### src/rtl/pll_lockup_pkg.sv
package pll_lockup_pkg;

  localparam int unsigned REG_CTRL = 0;
  localparam int unsigned REG_ENA  = 1;

  localparam int unsigned CTRL_SEL_BIT  = 0;
  localparam int unsigned CTRL_FLAG_BIT = 1;
  localparam int unsigned CTRL_MUL_BIT  = 2;
  localparam int unsigned CTRL_ERR_BIT  = 3;

  localparam int unsigned ENA_SYS_BIT = 0;
  localparam int unsigned ENA_USB_BIT = 1;

  localparam int unsigned MIN_DATA_W = 4;

  typedef struct packed {
    logic usb;
    logic sys;
  } pll_pair_t;

endpackage

### src/rtl/lockup_timer.sv
module lockup_timer #(
  parameter int unsigned STAGES = 12
) (
  input  logic clk,
  input  logic rst_n,
  input  logic run,
  output logic done
);

  logic [STAGES-1:0] cnt_q;
  logic              done_q;
  logic              at_top;

  assign at_top = &cnt_q;

  always_ff @(posedge clk) begin
    if (!rst_n || !run) begin
      cnt_q  <= '0;
      done_q <= 1'b0;
    end else if (!done_q) begin
      cnt_q <= cnt_q + 1'b1;
      if (at_top) done_q <= 1'b1;
    end
  end

  assign done = done_q;

endmodule

### src/rtl/start_guard.sv
module start_guard
  import pll_lockup_pkg::*;
(
  input  pll_pair_t cur_en,
  input  pll_pair_t busy,
  input  pll_pair_t req,
  output pll_pair_t nxt_en,
  output logic      reject
);

  logic sys_up, usb_up, sys_ok, usb_ok;

  always_comb begin
    sys_up = req.sys & ~cur_en.sys;
    usb_up = req.usb & ~cur_en.usb;
    // the system loop has priority when both rise together
    sys_ok = sys_up & ~busy.usb;
    usb_ok = usb_up & ~busy.sys & ~sys_ok;

    nxt_en.sys = cur_en.sys ? req.sys : sys_ok;
    nxt_en.usb = cur_en.usb ? req.usb : usb_ok;

    reject = (sys_up & ~sys_ok) | (usb_up & ~usb_ok);
  end

endmodule

### src/rtl/ctrl_regs.sv
module ctrl_regs
  import pll_lockup_pkg::*;
#(
  parameter int unsigned DATA_W = 8
) (
  input  logic              clk,
  input  logic              rst_n,
  input  logic              wr_ctrl,
  input  logic              wr_ena,
  input  logic [DATA_W-1:0] wdata,
  input  pll_pair_t         ena_nxt,
  input  logic              start_reject,
  input  logic              sys_locked,
  output pll_pair_t         ena_q,
  output logic              sel_q,
  output logic              mul_q,
  output logic              err_q
);

  always_ff @(posedge clk) begin
    if (!rst_n) begin
      ena_q <= '0;
    end else if (wr_ena) begin
      ena_q <= ena_nxt;
    end
  end

  always_ff @(posedge clk) begin
    if (!rst_n) begin
      sel_q <= 1'b0;
    end else if (wr_ena && !ena_nxt.sys) begin
      sel_q <= 1'b0;
    end else if (wr_ctrl) begin
      sel_q <= wdata[CTRL_SEL_BIT] & sys_locked;
    end
  end

  always_ff @(posedge clk) begin
    if (!rst_n) begin
      mul_q <= 1'b0;
    end else if (wr_ctrl && !ena_q.sys) begin
      mul_q <= wdata[CTRL_MUL_BIT];
    end
  end

  always_ff @(posedge clk) begin
    if (!rst_n) begin
      err_q <= 1'b0;
    end else if (wr_ena && start_reject) begin
      err_q <= 1'b1;
    end else if (wr_ctrl && wdata[CTRL_ERR_BIT]) begin
      err_q <= 1'b0;
    end
  end

endmodule

### src/rtl/pll_lockup_ctrl.sv
module pll_lockup_ctrl
  import pll_lockup_pkg::*;
#(
  parameter int unsigned SYS_LOCK_STAGES = 12,
  parameter int unsigned USB_LOCK_STAGES = 13,
  parameter int unsigned DATA_W          = 8
) (
  input  logic              clk,
  input  logic              rst_n,
  input  logic              wr_en,
  input  logic              wr_addr,
  input  logic [DATA_W-1:0] wr_data,
  input  logic              rd_addr,
  output logic [DATA_W-1:0] rd_data,
  output logic              sys_pll_en,
  output logic              usb_pll_en,
  output logic              pll_mul16,
  output logic              clk_sel_pll
);

  localparam int unsigned NUM_PLL = 2;
  localparam int unsigned STAGES_SYS = SYS_LOCK_STAGES;
  localparam int unsigned STAGES_USB = USB_LOCK_STAGES;

  initial begin
    if (DATA_W < MIN_DATA_W) $error("DATA_W too small for register map");
  end

  pll_pair_t ena_q, ena_nxt, busy, req, lock_done;
  logic      sys_lock_done, usb_lock_done;
  logic      wr_ctrl, wr_ena, start_reject;
  logic      sel_q, mul_q, err_q, lock_flag;

  assign wr_ctrl = wr_en && (wr_addr == 1'(REG_CTRL));
  assign wr_ena  = wr_en && (wr_addr == 1'(REG_ENA));

  assign req.sys = wr_data[ENA_SYS_BIT];
  assign req.usb = wr_data[ENA_USB_BIT];

  genvar gi;
  generate
    for (gi = 0; gi < NUM_PLL; gi++) begin : g_timer
      if (gi == 0) begin : g_sys
        lockup_timer #(.STAGES(STAGES_SYS)) timer_i (
          .clk  (clk),
          .rst_n(rst_n),
          .run  (ena_q.sys),
          .done (lock_done.sys)
        );
      end else begin : g_usb
        lockup_timer #(.STAGES(STAGES_USB)) timer_i (
          .clk  (clk),
          .rst_n(rst_n),
          .run  (ena_q.usb),
          .done (lock_done.usb)
        );
      end
    end
  endgenerate

  assign sys_lock_done = lock_done.sys;
  assign usb_lock_done = lock_done.usb;
  assign busy.sys = ena_q.sys & ~lock_done.sys;
  assign busy.usb = ena_q.usb & ~lock_done.usb;
  assign lock_flag = busy.sys | busy.usb;

  start_guard guard_i (
    .cur_en(ena_q),
    .busy  (busy),
    .req   (req),
    .nxt_en(ena_nxt),
    .reject(start_reject)
  );

  ctrl_regs #(.DATA_W(DATA_W)) regs_i (
    .clk         (clk),
    .rst_n       (rst_n),
    .wr_ctrl     (wr_ctrl),
    .wr_ena      (wr_ena),
    .wdata       (wr_data),
    .ena_nxt     (ena_nxt),
    .start_reject(start_reject),
    .sys_locked  (ena_q.sys & lock_done.sys),
    .ena_q       (ena_q),
    .sel_q       (sel_q),
    .mul_q       (mul_q),
    .err_q       (err_q)
  );

  always_comb begin
    rd_data = '0;
    if (rd_addr == 1'(REG_CTRL)) begin
      rd_data[CTRL_SEL_BIT]  = sel_q;
      rd_data[CTRL_FLAG_BIT] = lock_flag;
      rd_data[CTRL_MUL_BIT]  = mul_q;
      rd_data[CTRL_ERR_BIT]  = err_q;
    end else begin
      rd_data[ENA_SYS_BIT] = ena_q.sys;
      rd_data[ENA_USB_BIT] = ena_q.usb;
    end
  end

  assign sys_pll_en  = ena_q.sys;
  assign usb_pll_en  = ena_q.usb;
  assign pll_mul16   = mul_q;
  assign clk_sel_pll = sel_q;

endmodule

### config.mk
export PLATFORM = sky130hd
export DESIGN_NAME = pll_lockup_ctrl
export DESIGN_NICKNAME = d
export VERILOG_FILES = /design/src/rtl/pll_lockup_pkg.sv /design/src/rtl/lockup_timer.sv /design/src/rtl/start_guard.sv /design/src/rtl/ctrl_regs.sv /design/src/rtl/pll_lockup_ctrl.sv
export SDC_FILE = /design/constraint.sdc
export NUM_CORES = 1
export LEC_CHECK = 0
export BUFFER_PORTS_ARGS = -buffer_cell sky130_fd_sc_hd__buf_4
export CAP_MARGIN = 20
export CORE_MARGIN = 10
export CORE_UTILIZATION = 55
export CTS_BUF_LIST = sky130_fd_sc_hd__clkbuf_16
export CTS_CLUSTER_DIAMETER = 200
export DETAILED_ROUTE_END_ITERATION = 12
export HOLD_SLACK_MARGIN = 0.02
export PLACE_DENSITY = 0.84
export RECOVER_POWER = 50
export SYNTH_ARGS = -nofsm -noshare
export SYNTH_HDL_FRONTEND = slang
export SYNTH_SLANG_ARGS = --single-unit
### constraint.sdc
create_clock -name clk -period 1.9 [get_ports clk]
set_input_delay 0.38 -clock clk [delete_from_list [all_inputs] [get_ports clk]]
set_output_delay 0.38 -clock clk [all_outputs]
set_load 0.05 [all_outputs]
==> results.yml, run 1 <==
power:
  power_leakage_nw: 0.599
  finalPower_w: 0.00154
  vdd_ir_drop_max_mv: 0.850
  power_per_cell_area_nw_per_um2: 867
clock_network:
  cts.repair.resized: 0
  cts.htree.levels: 2
  cts.clk_slew.worst_paths_ns: 0.05
  numCtsBuffers: 5
  tritoncts: "done"
  ctsHoldBuffers: 0
  clk_latency_worst_skew_pair_ns: 0.28
  clk_root_buffer_cell: "sky130_fd_sc_hd__clkbuf_16"
  maximum_count_of_clock_buffers_along_a_single_path: 2
  cts_setup_buffers: 0
  count_of_clock_tree_sinks: 32
final_layout:
  layoutNonFillerInstCount: 222
  nets_finish: 205
  flow.area_growth_from_synthesis_pct: 11.7
  post_route_cells_drive_above_1_share_pct: 11.0
  antenna_cells_inserted: 0
synth:
  synth_top_cells_by_area: "sky130_fd_sc_hd__dfxtp_1 (40%), sky130_fd_sc_hd__a21oi_1 (4.7%), sky130_fd_sc_hd__mux2i_1 (4.4%)"
  synth_seq_cells: 32
  yosysUniqueCellTypes: 37
  synth-seq-area-share_pct: 40.3
  synthesis.yosys.warnings: 0
  synth_top_cell_by_area: "sky130_fd_sc_hd__dfxtp_1"
  netlist_instances: 174
  avgSynthCellArea_um2: 9.13
  netlist_area_um2: 1590
  yosysTopAreaCellShare_pct: 40.3
worst_setup_path:
  timing.critical_path.from_type: "flip-flop"
  timing.critical_path.slowest_stage_cell: "sky130_fd_sc_hd__dfxtp_1"
  cp.required_ns: 1.52
  crit_path_max_incr_delay_ns: 0.46
  worstPathMaxFanout: 9
  crit_arrival_ns: 1.30
  critical_path.cell_chain: "nor2b_1 > a21o_1 > buf_4"
  endpoint_kind_of_the_worst_setup_timing_path: "primary output"
  criticalPathCategory: "reg -> out"
place:
  placed_cells: 214
  post-place-ws_ns: 0.292
  detailedPlacementHpwl_um: 2330
  placement.io_buffers: 16
  gpl.final_weighted_congestion: 0.739
timing:
  timing.final.ws_setup_ns: 0.217
  slew_viol_final: 0
  setup_viol: 0
  finalCritPeriodShare_pct: 88.6
  worst-slew-pin-transition_ns: 0.605
  maxClockFrequency_mhz: 594
  clock_skew_ns: 0.00453
  relSlewSlack_pct: 59.9
  final.min_clock_period_ns: 1.68
  finalHoldViolations: 0
  totalNegativeSetupSlack_ns: 0
  rsz0062_at_grt: "false"
floorplanning:
  die-width_um: 73.7
  design.die.area_um2: 5440
  initial_core_util_pct: 57.6
  row_count: 19
  number_of_top_level_design_ports: 25
  chipHeight_um: 73.7
  coreArea_um2: 2760
global_route:
  top_usage_layer: "met2"
  grt_util_met3_pct: 6.19
  global_route.usage.met2_pct: 22.9
  grt_remaining_overflow: 0
  initial_antenna_violation_count: 0
  grt_pass1_wl_um: 6010
  grt_util_met1_pct: 14.7
  grt_max_degree: 13
  overall_routing_resource_usage_pct: 13.9
  first_global_vias: 1351
drt:
  dr_total_vias: 1322
  via_per_inst: 5.95
  remaining_drc_errors: 0
  firstDrtPassIters: 4
  routed_wirelength_um: 3400
  initial_drc_count: 83
  route.antenna.remaining_nets: 0
  routedWlPerCell_um: 15.3
status:
  outcome: "finished clean"
hold_path:
  hp-class: "in -> reg"
run:
  cap_violations: 0
==> path summary, 6_finish.rpt <==
| kind | start | endpoint | slack, ns | cells after the start |
|---|---|---|---|---|
| min | wr_data[2] | regs_i.mul_q | 0.37 | 3 |
| max | regs_i.ena_q[0] | rd_data[1] | 0.22 | 3 |
| max reg2reg | g_timer[1].g_usb.timer_i.done | g_timer[1].g_usb.timer_i.cnt_q[9] | 0.24 | 3 |
| min reg2reg | g_timer[1].g_usb.timer_i.cnt_q[12] | g_timer[1].g_usb.timer_i.cnt_q[12] | 0.48 | 2 |
==> Yosys cell counts <==
master                      count
sky130_fd_sc_hd__xor2_1         6
sky130_fd_sc_hd__conb_1         1
sky130_fd_sc_hd__a31oi_1        1
sky130_fd_sc_hd__nand3_1        5
sky130_fd_sc_hd__buf_6          3
sky130_fd_sc_hd__nor3b_1        3
sky130_fd_sc_hd__nand2b_1       3
sky130_fd_sc_hd__inv_1          6
sky130_fd_sc_hd__xnor2_1        2
sky130_fd_sc_hd__o31ai_1        8
sky130_fd_sc_hd__mux2i_1        7
sky130_fd_sc_hd__clkbuf_1       2
sky130_fd_sc_hd__or4_1          8
sky130_fd_sc_hd__buf_4          4
sky130_fd_sc_hd__and4b_1        1
sky130_fd_sc_hd__and2_1         2
sky130_fd_sc_hd__buf_2          1
sky130_fd_sc_hd__o21ai_0        7
sky130_fd_sc_hd__nand4b_1       2
sky130_fd_sc_hd__mux2_2         1
sky130_fd_sc_hd__o21a_1         2
sky130_fd_sc_hd__a21o_1         1
sky130_fd_sc_hd__nor2b_1        7
sky130_fd_sc_hd__nor4_1         5
sky130_fd_sc_hd__nand3_2        1
sky130_fd_sc_hd__nand2_1       11
sky130_fd_sc_hd__or3_1          5
sky130_fd_sc_hd__dfxtp_1       32
sky130_fd_sc_hd__a21boi_0       1
sky130_fd_sc_hd__a21oi_1       15
sky130_fd_sc_hd__ha_1           2
sky130_fd_sc_hd__nor2_1        10
sky130_fd_sc_hd__a32o_1         1
sky130_fd_sc_hd__nand3b_1       2
sky130_fd_sc_hd__o2111ai_1      1
sky130_fd_sc_hd__nand4b_4       2
sky130_fd_sc_hd__nand4_1        3
==> area by class of cell <==
type / instances / area (µm²)
Fill cell: 208 / 983
Clock inverter: 3 / 13.8
Timing Repair Buffer: 16 / 109
Sequential cell: 32 / 641
Multi-Input combinational cell: 129 / 825
Inverter: 6 / 22.5
Tap cell: 31 / 38.8
Clock buffer: 5 / 125
==> layout by cell type, fill, tap and decap left out, drive strengths merged, types with 4 or more instances in the layout <==
master | netlist | final
o21ai | 7 | 7
clkbuf | 2 | 8
buf | 8 | 13
nand3 | 6 | 6
conb | 1 | 4
nor2b | 7 | 7
nor2 | 10 | 10
nand2 | 11 | 11
nand4b | 4 | 4
o31ai | 8 | 8
mux2i | 7 | 7
a21oi | 15 | 15
inv | 6 | 6
nor4 | 5 | 5
xor2 | 6 | 6
or3 | 5 | 5
or4 | 8 | 8
dfxtp | 32 | 32
==> flip-flops by register name, indices dropped and copies added, names as in the netlist <==
| name | cells |
|---|---|
| g_timer.g_usb.timer_i.cnt_q | 13 |
| g_timer.g_sys.timer_i.cnt_q | 12 |
| regs_i.ena_q | 2 |
| g_timer.g_sys.timer_i.done | 1 |
| g_timer.g_usb.timer_i.done | 1 |
| regs_i.err_q | 1 |
| regs_i.mul_q | 1 |
| regs_i.sel_q | 1 |
==> routing by layer <==
layer | vias up | part of all wire, %
li1 | 655 | -
met1 | 621 | 42
met2 | 38 | 49
met3 | 8 | 6.6
met4 | 0 | 2.1
met5 | - | 0
==> report_power, final <==
| group | leakage [nW] | switching (W) | internal, W |
|---|---|---|---|
| Combinational | 0.270 | 0.0000700 | 0.0000320 |
| Clock | 0.0710 | 0.000278 | 0.000474 |
| Sequential | 0.258 | 0.00000590 | 0.000678 |
| Total | 0.599 | 0.000353 | 0.00118 |
==> logic make-up (layout without fill, tap and decap cells) <==
group / count (synthesis) / after routing / synth area share, %
and+or+nand+nor: 70 / 70 / 27.9
AOI/OAI and AO/OA: 37 / 37 / 14.2
DFF: 32 / 32 / 40.3
buffers and inverters: 16 / 30 / 6.23
xor gates and xnor gates: 8 / 8 / 4.41
muxes: 8 / 8 / 5.12
adders and majority gates: 2 / 2 / 1.58
other: 1 / 4 / 0.236
==> metrics by stage <==
step	cell area (µm²)	hold slack (ns)	util [%]
final	1770	0.370	64.3
after floorplan	1600	0.442	-
after CTS	1820	0.363	66.0
after global routing	1770	0.390	64.3
after detailed placement	1680	0.470	61.0
after global placement	1680	0.452	61.0
==> critical path, delay by kind of cell, from the launching register on <==
family	cells	cell delay, ns
AOI/OAI and AO/OA	1	0.14
buffers and inverters	1	0.19
DFF	1	0.46
and+or+nand+nor	1	0.24
(Power assumes the default switching activity.)
==> inputs of run 2 (changes only) <==
--- a/config.mk
+++ b/config.mk
@@ -7,6 +7,7 @@
 export LEC_CHECK = 0
 export BUFFER_PORTS_ARGS = -buffer_cell sky130_fd_sc_hd__buf_4
 export CAP_MARGIN = 20
+export CORE_ASPECT_RATIO = 0.9
 export CORE_MARGIN = 10
 export CORE_UTILIZATION = 55
 export CTS_BUF_LIST = sky130_fd_sc_hd__clkbuf_16
==> run 2 against run 1 <==
Net effect:
- clock power decreased by 5.7%
- first-iteration DRC count increased by 72%
- via count decreased by 0.30%
- non-clock buffer count unchanged
- flip-flop and latch count unchanged
- count of clock-buffer cells in the layout unchanged
- combinational power about the same
- sequential power about the same
- hold slack improved by 0.016 ns
- final area decreased by 0.14%
- cell count increased by 2.7%
- sequential share of layout area increased by 0.051 points
==> results.yml, run 2 (synthesis results as in run 1) <==
status:
  outcome: "finished clean"
place:
  placement.io_buffers: 16
  gpl.final_weighted_congestion: 0.788
  detailedPlacementHpwl_um: 2430
  placedInstanceArea_um2: 1690
  placed_cells: 223
clock_network:
  tritoncts: "done"
  numCtsBuffers: 5
  cts.clk_slew.worst_paths_ns: 0.04
  maximum_count_of_clock_buffers_along_a_single_path: 2
  ctsHoldBuffers: 0
  count_of_clock_tree_sinks: 32
  cts_setup_buffers: 0
  cts.htree.levels: 2
  cts.repair.resized: 0
  clk_root_buffer_cell: "sky130_fd_sc_hd__clkbuf_16"
  clk_latency_worst_skew_pair_ns: 0.27
timing:
  final.min_clock_period_ns: 1.73
  finalCritPeriodShare_pct: 91.3
  relSlewSlack_pct: 59.2
  totalNegativeSetupSlack_ns: 0
  clock_skew_ns: 0.00391
  slew_viol_final: 0
  maxClockFrequency_mhz: 577
  finalHoldViolations: 0
  setup_viol: 0
  rsz0062_at_grt: "false"
  worst-slew-pin-transition_ns: 0.615
  whs_ns: 0.386
hold_path:
  hp-class: "in -> reg"
  hold_path_startpoint: "wr_data[2]"
worst_setup_path:
  timing.critical_path.slowest_stage_cell: "sky130_fd_sc_hd__dfxtp_1"
  critical_path.cell_chain: "nor2b_1 > a21o_1 > buf_4"
  worstPathBufferInverterCount: 1
  timing.critical_path.from_type: "flip-flop"
  criticalPathCategory: "reg -> out"
  worstPathMaxFanout: 9
  crit_arrival_ns: 1.35
  source_of_the_critical_timing_path: "regs_i.ena_q[0]"
  timing.critical_path.max_delay_family: "flip-flops"
  r2r_start: "g_timer[0].g_sys.timer_i.done"
  cp.required_ns: 1.52
  endpoint_kind_of_the_worst_setup_timing_path: "primary output"
  crit_path_max_incr_delay_ns: 0.49
global_route:
  overall_routing_resource_usage_pct: 12.7
  grt_pass1_wl_um: 5770
  initial_antenna_violation_count: 0
  grt_max_degree: 13
  grt_remaining_overflow: 0
  first_global_vias: 1361
power:
  switchingPower_w: 0.000327
  power_leakage_nw: 0.589
  power_report.internal_total_w: 0.00117
  switching_share_pct: 21.8
  seqPwrFrac_pct: 45.7
  power_per_cell_area_nw_per_um2: 845
  share_comb_of_total_power_pct: 6.9
  vdd_ir_drop_max_mv: 0.577
  clkPwrFrac_pct: 47.4
run:
  cap_violations: 0
floorplanning:
  number_of_top_level_design_ports: 25
  row_count: 18
  initial_core_util_pct: 57.8
  chipHeight_um: 71.0
  die-width_um: 76.6
  design.die.area_um2: 5440
  coreArea_um2: 2750
final_layout:
  largest_reg_flops: 13
  final.fill_count: 231
  reg_top3: "g_timer.g_usb.timer_i.cnt_q x13, g_timer.g_sys.timer_i.cnt_q x12, regs_i.ena_q x2"
  nets_finish: 205
  final_design_area_no_fill_um2: 1770
  mostFrequentLayoutCell: "sky130_fd_sc_hd__dfxtp_1"
  flow.area_growth_from_synthesis_pct: 11.6
  top_register: "g_timer.g_usb.timer_i.cnt_q"
  layout.core_utilization_pct: 64.5
  antenna_cells_inserted: 0
  layoutNonFillerInstCount: 228
  post_route_cells_drive_above_1_share_pct: 10.1
  most_frequent_cells_in_the_layout: "sky130_fd_sc_hd__dfxtp_1 (32), sky130_fd_sc_hd__a21oi_1 (15), sky130_fd_sc_hd__buf_4 (13), sky130_fd_sc_hd__nand2_1 (11), sky130_fd_sc_hd__nor2_1 (10)"
drt:
  routedWlPerCell_um: 14.8
  firstDrtPassIters: 4
  initial_drc_count: 143
  via_per_inst: 5.78
  route.antenna.remaining_nets: 0
  dr_total_vias: 1318
  routed_wirelength_um: 3370
  remaining_drc_errors: 0
## run 2: final timing paths
check,to,slack (ns),cells after the start
max,rd_data[1],0.17,3
min,regs_i.mul_q,0.39,3
max reg2reg,g_timer[0].g_sys.timer_i.cnt_q[9],0.29,3
min reg2reg,g_timer[0].g_sys.timer_i.cnt_q[11],0.47,2
## run 2: area by class of cell
type / instances / area (µm²) / area share, %
timing repair buffer: 16 / 109 / 6.14
tap: 40 / 50.0 / 2.82
inverter: 6 / 22.5 / 1.27
multi-input combinational: 129 / 825 / 46.5
clock buffer: 5 / 125 / 7.06
sequential: 32 / 641 / 36.2
## run 2: through the flow
step | power [W] | setup WS, ns
global route | 0.00154 | 0.0878
CTS | 0.00151 | 0.156
finish | 0.00150 | 0.166
global placement | 0.000799 | 0.411
floorplan | 0.000772 | 0.111
detailed placement | 0.000803 | 0.317
## run 2: worst reg2reg max path: cells and delay by family (launching register included)
kind            cells  cell delay [ns]
flops               1             0.40
compound gates      1             0.16
simple gates        2             0.99
## run 2: power by group through the flow
stage	sequential, W	combinational [W]	clock, W
CTS	0.000686	0.000105	0.000717
global placement	0.000698	0.000101	0
floorplan	0.000708	0.0000642	0
detailed placement	0.000698	0.000104	0
global route	0.000685	0.000111	0.000747
finish	0.000685	0.000103	0.000709
## run 2: metal layers
metal	vias up	routed length [µm]	GRT usage (%)
met3	7	188	4.92
li1	651	-	-
met5	-	0	0
met2	46	1630	21.2
met1	614	1500	13.8
met4	0	57	6.80
